`config.mk`:
```
export PLATFORM = sky130hd
export DESIGN_NAME = sdiv_unit
export DESIGN_NICKNAME = d
export VERILOG_FILES = /design/src/rtl/sdiv_pkg.sv /design/src/rtl/sdiv_prep.sv /design/src/rtl/sdiv_step.sv /design/src/rtl/sdiv_finish.sv /design/src/rtl/sdiv_unit.sv
export SDC_FILE = /design/constraint.sdc
export NUM_CORES = 1
export LEC_CHECK = 0
export BUFFER_PORTS_ARGS = -buffer_cell sky130_fd_sc_hd__buf_4
export CAP_MARGIN = 20
export CORE_UTILIZATION = 50
export CTS_CLUSTER_SIZE = 30
export DETAILED_ROUTE_END_ITERATION = 12
export GPL_TIMING_DRIVEN = 0
export PLACE_DENSITY = 0.68
export REMOVE_ABC_BUFFERS = 1
export SYNTH_ARGS = -nofsm -noshare
export SYNTH_HDL_FRONTEND = slang
export SYNTH_HIERARCHICAL = 1
export SYNTH_SLANG_ARGS = --single-unit
```
`constraint.sdc`:
```
create_clock -name clk -period 4.17 [get_ports clk]
set_input_delay 0.417 -clock clk [delete_from_list [all_inputs] [get_ports clk]]
set_output_delay 0.417 -clock clk [all_outputs]
set_load 0.005 [all_outputs]
```
`src/rtl/sdiv_pkg.sv`:
```
package sdiv_pkg;

    typedef enum logic [1:0] {
        MD_HALF   = 2'b00,
        MD_SINGLE = 2'b01,
        MD_DOUBLE = 2'b10,
        MD_ALT    = 2'b11
    } div_mode_e;

    typedef enum logic [1:0] {
        ST_IDLE = 2'd0,
        ST_RUN  = 2'd1,
        ST_FIN  = 2'd2
    } div_state_e;

endpackage

```
`src/rtl/sdiv_prep.sv`:
```
module sdiv_prep
    import sdiv_pkg::*;
#(
    parameter int DW = 32
) (
    input  logic [1:0]    mode,
    input  logic [DW-1:0] dvd_hi,
    input  logic [DW-1:0] dvd_lo,
    input  logic [DW-1:0] dvsr,
    output logic [DW-1:0] rem_init,
    output logic [DW-1:0] quo_init,
    output logic [DW-1:0] dvsr_mag,
    output logic          neg_q,
    output logic          neg_r,
    output logic          div_zero,
    output logic          ovf_early,
    output logic          half_mode
);
    localparam int HW = DW / 2;

    logic [2*DW-1:0] full;
    logic [2*DW-1:0] amag;
    logic [DW-1:0]   sv;
    logic            sneg;

    always_comb begin
        half_mode = (mode == MD_HALF);
        full      = (mode == MD_DOUBLE) ? {dvd_hi, dvd_lo}
                                        : {{DW{dvd_lo[DW-1]}}, dvd_lo};
        sv        = half_mode ? {{HW{dvsr[HW-1]}}, dvsr[HW-1:0]} : dvsr;
        neg_r     = full[2*DW-1];
        sneg      = sv[DW-1];
        amag      = neg_r ? (~full + 1'b1) : full;
        dvsr_mag  = sneg ? (~sv + 1'b1) : sv;
        neg_q     = neg_r ^ sneg;
        div_zero  = (sv == '0);
        if (half_mode) begin
            rem_init = {{HW{1'b0}}, amag[DW-1:HW]};
            quo_init = {amag[HW-1:0], {HW{1'b0}}};
        end else begin
            rem_init = amag[2*DW-1:DW];
            quo_init = amag[DW-1:0];
        end
        ovf_early = !div_zero && (rem_init >= dvsr_mag);
    end
endmodule

```
`src/rtl/sdiv_step.sv`:
```
module sdiv_step #(
    parameter int DW = 32
) (
    input  logic [DW-1:0] rem,
    input  logic [DW-1:0] quo,
    input  logic [DW-1:0] dvsr_mag,
    output logic [DW-1:0] rem_nx,
    output logic [DW-1:0] quo_nx
);
    logic [DW:0] trial;
    logic [DW:0] diff;
    logic        fits;

    always_comb begin
        trial  = {rem, quo[DW-1]};
        diff   = trial - {1'b0, dvsr_mag};
        fits   = (trial >= {1'b0, dvsr_mag});
        rem_nx = fits ? diff[DW-1:0] : trial[DW-1:0];
        quo_nx = {quo[DW-2:0], fits};
    end
endmodule

```
`src/rtl/sdiv_finish.sv`:
```
module sdiv_finish
    import sdiv_pkg::*;
#(
    parameter int DW = 32
) (
    input  logic [1:0]    mode,
    input  logic [DW-1:0] quo_mag,
    input  logic [DW-1:0] rem_mag,
    input  logic          neg_q,
    input  logic          neg_r,
    output logic [DW-1:0] quo_out,
    output logic [DW-1:0] rem_out,
    output logic          wr_rem,
    output logic          fl_n,
    output logic          fl_z,
    output logic          ovf_late
);
    localparam int        HW    = DW / 2;
    localparam [DW-1:0]   LIM_H = {{(DW-HW){1'b0}}, 1'b1, {(HW-1){1'b0}}};
    localparam [DW-1:0]   LIM_F = {1'b1, {(DW-1){1'b0}}};

    logic [DW-1:0] qs;
    logic [DW-1:0] rs;
    logic [DW-1:0] lim;
    logic          half;

    always_comb begin
        half     = (mode == MD_HALF);
        qs       = neg_q ? (~quo_mag + 1'b1) : quo_mag;
        rs       = neg_r ? (~rem_mag + 1'b1) : rem_mag;
        lim      = (half ? LIM_H : LIM_F) - {{(DW-1){1'b0}}, ~neg_q};
        ovf_late = (quo_mag > lim);
        if (half) begin
            quo_out = {rs[HW-1:0], qs[HW-1:0]};
            rem_out = '0;
            wr_rem  = 1'b0;
            fl_n    = qs[HW-1];
            fl_z    = (qs[HW-1:0] == '0);
        end else begin
            quo_out = qs;
            rem_out = (mode == MD_DOUBLE) ? rs : '0;
            wr_rem  = (mode == MD_DOUBLE);
            fl_n    = qs[DW-1];
            fl_z    = (qs == '0);
        end
    end
endmodule

```
`src/rtl/sdiv_unit.sv`:
```
module sdiv_unit
    import sdiv_pkg::*;
#(
    parameter int DW = 32
) (
    input  logic          clk,
    input  logic          rst_n,
    input  logic          start,
    input  logic [1:0]    mode,
    input  logic [DW-1:0] dividend_hi,
    input  logic [DW-1:0] dividend_lo,
    input  logic [DW-1:0] divisor,
    output logic          busy,
    output logic          done,
    output logic [DW-1:0] quotient,
    output logic [DW-1:0] remainder,
    output logic          wr_q,
    output logic          wr_r,
    output logic          flag_n,
    output logic          flag_z,
    output logic          flag_v,
    output logic          flag_c,
    output logic          trap_div0
);
    localparam int HW = DW / 2;
    localparam int CW = $clog2(DW);

    typedef struct packed {
        div_state_e    st;
        logic [CW-1:0] cnt;
        logic [1:0]    md;
        logic [DW-1:0] rem;
        logic [DW-1:0] quo;
        logic [DW-1:0] bmag;
        logic          nq;
        logic          nr;
        logic          dz;
        logic          ovf;
        logic          done;
        logic [DW-1:0] q_out;
        logic [DW-1:0] r_out;
        logic          wq;
        logic          wr;
        logic          fn;
        logic          fz;
        logic          fv;
        logic          trap;
    } regs_t;

    regs_t s_d, s_q;

    logic [DW-1:0] p_rem, p_quo, p_bmag;
    logic          p_nq, p_nr, p_dz, p_ovf, p_half;
    logic [DW-1:0] st_rem, st_quo;
    logic [DW-1:0] f_quo, f_rem;
    logic          f_wr, f_n, f_z, f_ovf;

    sdiv_prep #(.DW(DW)) u_prep (
        .mode(mode), .dvd_hi(dividend_hi), .dvd_lo(dividend_lo), .dvsr(divisor),
        .rem_init(p_rem), .quo_init(p_quo), .dvsr_mag(p_bmag),
        .neg_q(p_nq), .neg_r(p_nr), .div_zero(p_dz), .ovf_early(p_ovf),
        .half_mode(p_half)
    );

    sdiv_step #(.DW(DW)) u_step (
        .rem(s_q.rem), .quo(s_q.quo), .dvsr_mag(s_q.bmag),
        .rem_nx(st_rem), .quo_nx(st_quo)
    );

    sdiv_finish #(.DW(DW)) u_fin (
        .mode(s_q.md), .quo_mag(s_q.quo), .rem_mag(s_q.rem),
        .neg_q(s_q.nq), .neg_r(s_q.nr),
        .quo_out(f_quo), .rem_out(f_rem), .wr_rem(f_wr),
        .fl_n(f_n), .fl_z(f_z), .ovf_late(f_ovf)
    );

    always_comb begin
        s_d      = s_q;
        s_d.done = 1'b0;
        s_d.wq   = 1'b0;
        s_d.wr   = 1'b0;
        s_d.trap = 1'b0;
        case (s_q.st)
            ST_IDLE: begin
                if (start) begin
                    s_d.md   = mode;
                    s_d.rem  = p_rem;
                    s_d.quo  = p_quo;
                    s_d.bmag = p_bmag;
                    s_d.nq   = p_nq;
                    s_d.nr   = p_nr;
                    s_d.dz   = p_dz;
                    s_d.ovf  = p_ovf;
                    s_d.cnt  = p_half ? CW'(HW - 1) : CW'(DW - 1);
                    s_d.st   = (p_dz || p_ovf) ? ST_FIN : ST_RUN;
                end
            end
            ST_RUN: begin
                s_d.rem = st_rem;
                s_d.quo = st_quo;
                s_d.cnt = s_q.cnt - CW'(1);
                if (s_q.cnt == '0) s_d.st = ST_FIN;
            end
            ST_FIN: begin
                s_d.st   = ST_IDLE;
                s_d.done = 1'b1;
                s_d.fn   = 1'b0;
                s_d.fz   = 1'b0;
                s_d.fv   = 1'b0;
                if (s_q.dz) begin
                    s_d.trap = 1'b1;
                end else if (s_q.ovf || f_ovf) begin
                    s_d.fv = 1'b1;
                end else begin
                    s_d.q_out = f_quo;
                    s_d.r_out = f_rem;
                    s_d.wq    = 1'b1;
                    s_d.wr    = f_wr;
                    s_d.fn    = f_n;
                    s_d.fz    = f_z;
                end
            end
            default: s_d.st = ST_IDLE;
        endcase
    end

    always_ff @(posedge clk or negedge rst_n) begin
        if (!rst_n) s_q <= '0;
        else        s_q <= s_d;
    end

    assign busy      = (s_q.st != ST_IDLE);
    assign done      = s_q.done;
    assign quotient  = s_q.q_out;
    assign remainder = s_q.r_out;
    assign wr_q      = s_q.wq;
    assign wr_r      = s_q.wr;
    assign flag_n    = s_q.fn;
    assign flag_z    = s_q.fz;
    assign flag_v    = s_q.fv;
    assign flag_c    = 1'b0;
    assign trap_div0 = s_q.trap;

    p_trap_nowrite_r5: assert property (@(posedge clk) disable iff (!rst_n)
        trap_div0 |-> (!wr_q && !wr_r && !flag_v && !flag_n && !flag_z));

    p_ovf_nowrite_r6: assert property (@(posedge clk) disable iff (!rst_n)
        (done && flag_v) |-> (!wr_q && !wr_r && !flag_n && !flag_z));

    p_pulse_with_done_r10: assert property (@(posedge clk) disable iff (!rst_n)
        (wr_q || wr_r || trap_div0) |-> done);

    p_accept_busy_r9: assert property (@(posedge clk) disable iff (!rst_n)
        (start && !busy) |=> busy);

    p_done_single_r10: assert property (@(posedge clk) disable iff (!rst_n)
        done |=> !done);

    p_rem_below_dvsr_r4: assert property (@(posedge clk) disable iff (!rst_n)
        (s_q.st == ST_RUN) |-> (s_q.rem < s_q.bmag));

    p_wr_r_double_r3: assert property (@(posedge clk) disable iff (!rst_n)
        wr_r |-> (s_q.md == MD_DOUBLE));
endmodule

```
Word level (Yosys, flattened, before mapping)
Index checks and enable logic that the tools add are counted.
{"block": "totals", "in_bits": 101, "wordCells": 88, "output_inout_bits": 73, "reg_bits": 180}
{"block": "op_classes", "reduce_logical": 17, "n_eq_ne": 6, "add_sub_neg": 7, "muxes": 28, "n_bitwise": 8, "n_lt_le_gt_ge": 3}
{"cell": "$mux 32", "count": 11}
{"cell": "$mux 64", "count": 2}
{"cell": "$pmux 64 s2", "count": 1}
{"cell": "$mux 109", "count": 1}
{"cell": "$add 32x1->32 const B", "count": 3}
{"cell": "$not 32->32", "count": 3}
{"cell": "$mux 71", "count": 1}
{"cell": "$mux 69", "count": 1}
{"cell": "$mux 68", "count": 1}
{"cell": "$add 64x1->64 const B", "count": 1}
{"cell": "$logic_not 32->1", "count": 2}
{"cell": "$not 64->64", "count": 1}
{"cell": "$ge 33x32->1", "count": 1}
{"cell": "$ge 32x32->1", "count": 1}
{"cell": "$gt 32x32->1", "count": 1}
{"cell": "$sub 32x1->32", "count": 1}
{"cell": "$sub 32x32->32", "count": 1}
{"cell": "$logic_not 16->1", "count": 1}
{"cell": "$pmux 5 s2", "count": 1}
{"cell": "$eq 2x2->1 const B", "count": 3}
{"cell": "$logic_not 2->1", "count": 3}
{"cell": "$reduce_and 2->1", "count": 3}
{"cell": "$logic_not 5->1", "count": 1}
{"cell": "$mux 1", "count": 5}
{"cell": "other kinds (13)", "count": 19}

Depth between registers and ports, before layout
{"block": "logic_depth", "depth_word": 12, "mapped_depth": 18, "ltp_nobuf": 17}

Hierarchy
Netlist, hierarchy kept.
{"mod": "sdiv_unit", "area_each_um2": 7663.6, "instances": 1, "cells_per_inst": 623, "seq_area_each_um2": 4504.3}
{"mod": "sdiv_prep", "area_each_um2": 4250.3, "instances": 1, "cells_per_inst": 624, "seq_area_each_um2": 0.0}
{"mod": "sdiv_finish", "area_each_um2": 2741.4, "instances": 1, "cells_per_inst": 408, "seq_area_each_um2": 0.0}
{"mod": "sdiv_step", "area_each_um2": 2571.2, "instances": 1, "cells_per_inst": 355, "seq_area_each_um2": 0.0}

Worst setup path before layout
No wires, ideal clock.
{"block": "synth_timing", "path_type": "register to register", "startpoint": "register s_q[74] in the netlist's numbering", "endpoint": "register s_q (netlist bit quotient[15])", "t_arrival_ns": 4.154, "path_stages_with_launch": 19, "required_time_ns": 4.043, "setup_ns": 0.127, "n_path_buf": 4, "setup_slack_ns": -0.112, "synth_period_minus_slack_ns": 4.282, "cell_sequence": "dfrtp_1 clkbuf_1 buf_1 inv_1 ha_1 inv_1 ha_1 a21oi_1 nor2b_1 o21ai_0 nand2b_1 a21oi_1 nor2_1 a2111oi_0 a21oi_1 nor4_4 buf_4 buf_6 mux2_1"}
{"block": "synth_between", "elab_chain_cells": 6, "elab_cells_between_ends": 8, "cone_classes": "1 x add/sub; 1 x order compare; 2 x mux; 2 x bitwise; 2 x reduce/logical"}
{"item": "start: declaration", "line": "sdiv_unit.sv:50", "source": "regs_t s_d, s_q;"}
{"item": "start signal: assignment", "line": "sdiv_unit.sv:128", "source": "if (!rst_n) s_q <= '0;"}
{"item": "start signal: assignment", "line": "sdiv_unit.sv:129", "source": "else s_q <= s_d;"}
{"item": "$not 1->1", "line": "sdiv_finish.sv:31", "source": "lim = (half ? LIM_H : LIM_F) - {{(DW-1){1'b0}}, ~neg_q};"}
{"item": "$sub 32x1->32", "line": "sdiv_finish.sv:31"}
{"item": "$gt 32x32->1", "line": "sdiv_finish.sv:32", "source": "ovf_late = (quo_mag > lim);"}
{"item": "via f_ovf", "line": "sdiv_unit.sv:56", "source": "logic f_wr, f_n, f_z, f_ovf;"}
{"item": "$logic_or 1x1->1", "line": "sdiv_unit.sv:112", "source": "end else if (s_q.ovf || f_ovf) begin"}
{"item": "$not 1->1 (no source line)"}
{"item": "$reduce_and 3->1 (no source line)"}
The timed path passes the listed nets, and every way through them passes these cells.
A chain may end at the register's enable or synchronous reset.

Worst setup path after layout
{"block": "layout_timing", "startpoint": "input dividend_lo[6]", "endpoint": "register s_q[71] in the netlist's numbering"}
{"block": "layout_between", "elab_chain_cells": 7}
{"item": "start: declaration", "line": "sdiv_unit.sv:11", "source": "input logic [DW-1:0] dividend_lo,"}
{"item": "$mux 64", "line": "sdiv_prep.sv:28", "source": "full = (mode == MD_DOUBLE) ? {dvd_hi, dvd_lo}"}
{"item": "$not 64->64", "line": "sdiv_prep.sv:33", "source": "amag = neg_r ? (~full + 1'b1) : full;"}
{"item": "$add 64x1->64", "line": "sdiv_prep.sv:33"}
{"item": "$mux 64", "line": "sdiv_prep.sv:33"}
{"item": "$mux 32", "line": "sdiv_prep.sv:37", "source": "if (half_mode) begin"}
{"item": "via p_rem[13]", "line": "sdiv_unit.sv:52", "source": "logic [DW-1:0] p_rem, p_quo, p_bmag;"}
{"item": "$ge 32x32->1", "line": "sdiv_prep.sv:44", "source": "ovf_early = !div_zero && (rem_init >= dvsr_mag);"}
{"item": "$logic_and 1x1->1", "line": "sdiv_prep.sv:44"}
{"item": "via p_ovf", "line": "sdiv_unit.sv:53", "source": "logic p_nq, p_nr, p_dz, p_ovf, p_half;"}
The timed path passes the listed nets, and every way through them passes these cells.

==> results.py <==
metrics = {
    "place": {
        "dp_hpwl_mm": 37.9,
        "placed_cell_area_um2": 18200,
        "numPortBuffers": 172,
        "place_congestion": 0.979,
    },
    "sta": {
        "slew_viol_final": 0,
        "period_share": 0.979,
        "worst_pin_slew_ns": 1.14,
        "fmax_mhz": 245,
        "min_period_ns": 4.08,
        "rsz0062_at_grt": "true",
        "relSlewSlack": 0.237,
        "hold_violations": 0,
        "setup_viol": 0,
        "clock_skew_ns": 0.00834,
    },
    "worst_setup_path": {
        "r2r_end": "quotient[5]$_DFFE_PN0P_",
        "cpMaxStageDelayCell": "or4_4",
        "cpPeakStageDelay_ns": 0.59,
        "crit_arrival_ns": 4.42,
        "r2r_cells": 18,
        "cp_max_fo": 5,
        "cp_data_required_time_ns": 4.50,
        "path_cells": "buf_4 -> or4_4 -> nor4_1 -> and4_1 -> a21o_1 -> xor2_1 -> o21ai_0 -> ha_1 -> a41oi_1 -> o2111ai_1 -> o2111ai_2 -> a31oi_4 -> mux2_2",
        "cp-end-kind": "flop",
        "reg2reg_from": "s_q[74]$_DFFE_PN0P_",
        "critPathBufInv": 1,
        "critPathLaunch": "dividend_lo[6]",
        "path_class": "input pin to flop",
        "crit_family": "simple AND/OR/NAND/NOR gates",
        "reg2reg_slack_ns": 0.19,
        "start_kind": "input pin",
    },
    "die": {
        "num_rows": 67,
        "die_h_um": 188,
        "io-pin-count": 174,
        "die_area_um2": 35200,
        "chipWidth_um": 188,
        "initial_core_util": 0.511,
        "core_area_um2": 33700,
    },
    "finish": {
        "n_fill_cell": 3114,
        "nets": 2246,
        "antennaDiodeCount": 0,
        "area_delta_synth_final_pct": 11.6,
        "fin_util": 0.570,
        "final_area_um2": 19200,
        "drive_gt1_frac": 0.228,
    },
    "cts": {
        "cts-hold-fix-buffers": 0,
        "cts_sinks": 180,
        "cts_tree": "yes",
        "cts_made_buffers": 17,
        "clk_latency_ns": 0.45,
        "path_clk_slew_ns": 0.07,
        "clock-root-buffer": "clkbuf_16",
        "clockBufferDepth": 2,
        "htreeDepth": 4,
    },
    "synthesis": {
        "postSynthCellCount": 2010,
        "ys_seq_area_frac": 0.261,
        "async_flop_share": 1.00,
        "yosysWarnings": 6,
        "synth_edf_count": 0,
        "synth_top_cell_by_area": "dfrtp_1",
        "synth_ff_type": "dfrtp_1",
        "yosysMostFrequentCell": "dfrtp_1",
        "ys_ff_latch": 180,
        "syn_area_per_cell_um2": 8.57,
        "synth_top_area_share": 0.261,
        "yosys-top-cells-area": "dfrtp_1 26%, ha_1 7.5%, mux2_2 7.0%",
        "netlist_top_cells_count": "180 x dfrtp_1, 178 x nor2_1, 150 x nand2_1",
        "synth_area_um2": 17200,
        "synth_cell_type_count": 94,
    },
    "hold_path": {
        "min_path_type": "input pin to async pin",
    },
    "pwr": {
        "power.leakage_nw": 8.46,
        "p_per_area_nw_per_um2": 768,
        "vdd_drop_max_v": 0.000389,
    },
    "global_routing": {
        "grt_usage": 0.283,
        "grt_overflow": 0,
        "grt_first_pass_wirelength_mm": 79.9,
        "grt_start_max_net_pins": 98,
        "first_global_vias": 14583,
        "antenna_found_initial": 0,
    },
    "route": {
        "viasPerCell": 6.16,
        "routedWlPerCell_um": 20.1,
        "route.detailed.drc": 0,
        "wl_mm": 50.4,
        "drt_iter0_drc": 1418,
        "dr.pass1.iters": 6,
        "dr_total_vias": 15410,
        "drtAntennaViolNets": 0,
    },
    "flow_run": {
        "maxCapViolations": 0,
    },
    "status": {
        "outcome": "completed",
    },
}
-- timing repair --
item | CTS | global route
pin swaps | 6 | 6
cloned | 0 | 3
resized for setup | 25 | 19
setup endpoints to repair | 72 | 79
setup buffers | 11 | 15
-- where the power goes --
| group | internal (W) | total (W) | leakage (nW) | switching [W] |
|---|---|---|---|---|
| sequential | 0.00255 | 0.00366 | 2.27 | 0.00112 |
| combinational | 0.00446 | 0.00937 | 5.89 | 0.00491 |
| clock | 0.000958 | 0.00172 | 0.292 | 0.000759 |
-- flip-flops by register name, summed over array words and instances (netlist names) --
register and cells:
remainder 32, wr_q 1, flag_n 1, quotient 32, flag_v 1, flag_z 1, trap_div0 1, s_q 109
wr_r 1, done 1
-- layout by cell type (no fill, tap or decap), types with 17 or more instances in the layout --
cell	Yosys	layout
o41ai_1	18	17
mux2i_1	27	26
ha_1	103	103
mux2_2	107	107
buf_4	101	196
xor2_1	106	106
inv_1	83	80
a21o_1	24	24
nand3_1	23	23
clkbuf_16	0	18
or3_1	28	28
a22oi_1	64	64
nor4_1	18	18
nand4_1	29	29
dfrtp_1	180	177
o21ai_0	133	132
nor2_1	178	174
a21oi_1	92	91
nand2_1	150	150
nor3_1	36	35
xnor2_1	69	69
o31ai_1	40	39
-- layer usage --
layer	global-route usage	up-vias	wire (um)
met5	0	-	0
met4	0.0791	0	1050
met3	0.0361	75	3230
met2	0.424	638	22000
met1	0.422	7438	24100
li1	-	7259	-
-- layout make-up --
class	count	area (um^2)	area share
tap	448	561	0.0292
multi-input combinational	1540	11400	0.591
timing repair buffer	216	1830	0.0950
clock inverter	15	198	0.0103
sequential	180	4510	0.235
clock buffer	17	425	0.0221
inverter	86	338	0.0176
-- through the flow --
step / setup TNS, ns / power [W] / hold WS [ns] / std cells / setup slack (ns)
global route: -0.0624 / 0.0159 / 0.0606 / 2502 / -0.0553
CTS: 0 / 0.0145 / 0.0337 / 2484 / 0.00315
global placement: -426.33 / 0.0123 / 0.472 / 2424 / -3.98
floorplan: -134.81 / 0.00993 / 0.121 / 1804 / -2.00
detailed placement: -100.89 / 0.0127 / 0.476 / 2441 / -1.66
finish: 0 / 0.0148 / 0.0148 / 2502 / 0.0880
-- logic make-up after synthesis --
group                    count (synthesis)  synth area share
other                                    1          0.000218
adder cells (fa/ha/maj)                104            0.0760
AO/OA/AOI/OAI                          508             0.198
AND/OR/NAND/NOR                        591             0.180
multiplexers                           159             0.104
buffers and inverters                  292            0.0913
XOR/XNOR                               175            0.0890
flip-flops                             180             0.261
-- worst max path at each step --
stage	slack, ns	end	cells after the start
finish	0.09	s_q[71]$_DFFE_PN0P_	13
detailed placement	-1.66	quotient[5]$_DFFE_PN0P_	17
CTS	0.003	s_q[179]$_DFFE_PN0P_	16
floorplan	-2.00	quotient[0]$_DFFE_PN0P_	14
global route	-0.06	s_q[179]$_DFFE_PN0P_	14
global placement	-3.98	quotient[0]$_DFFE_PN0P_	14
Power figures use the tool's default switching activity.
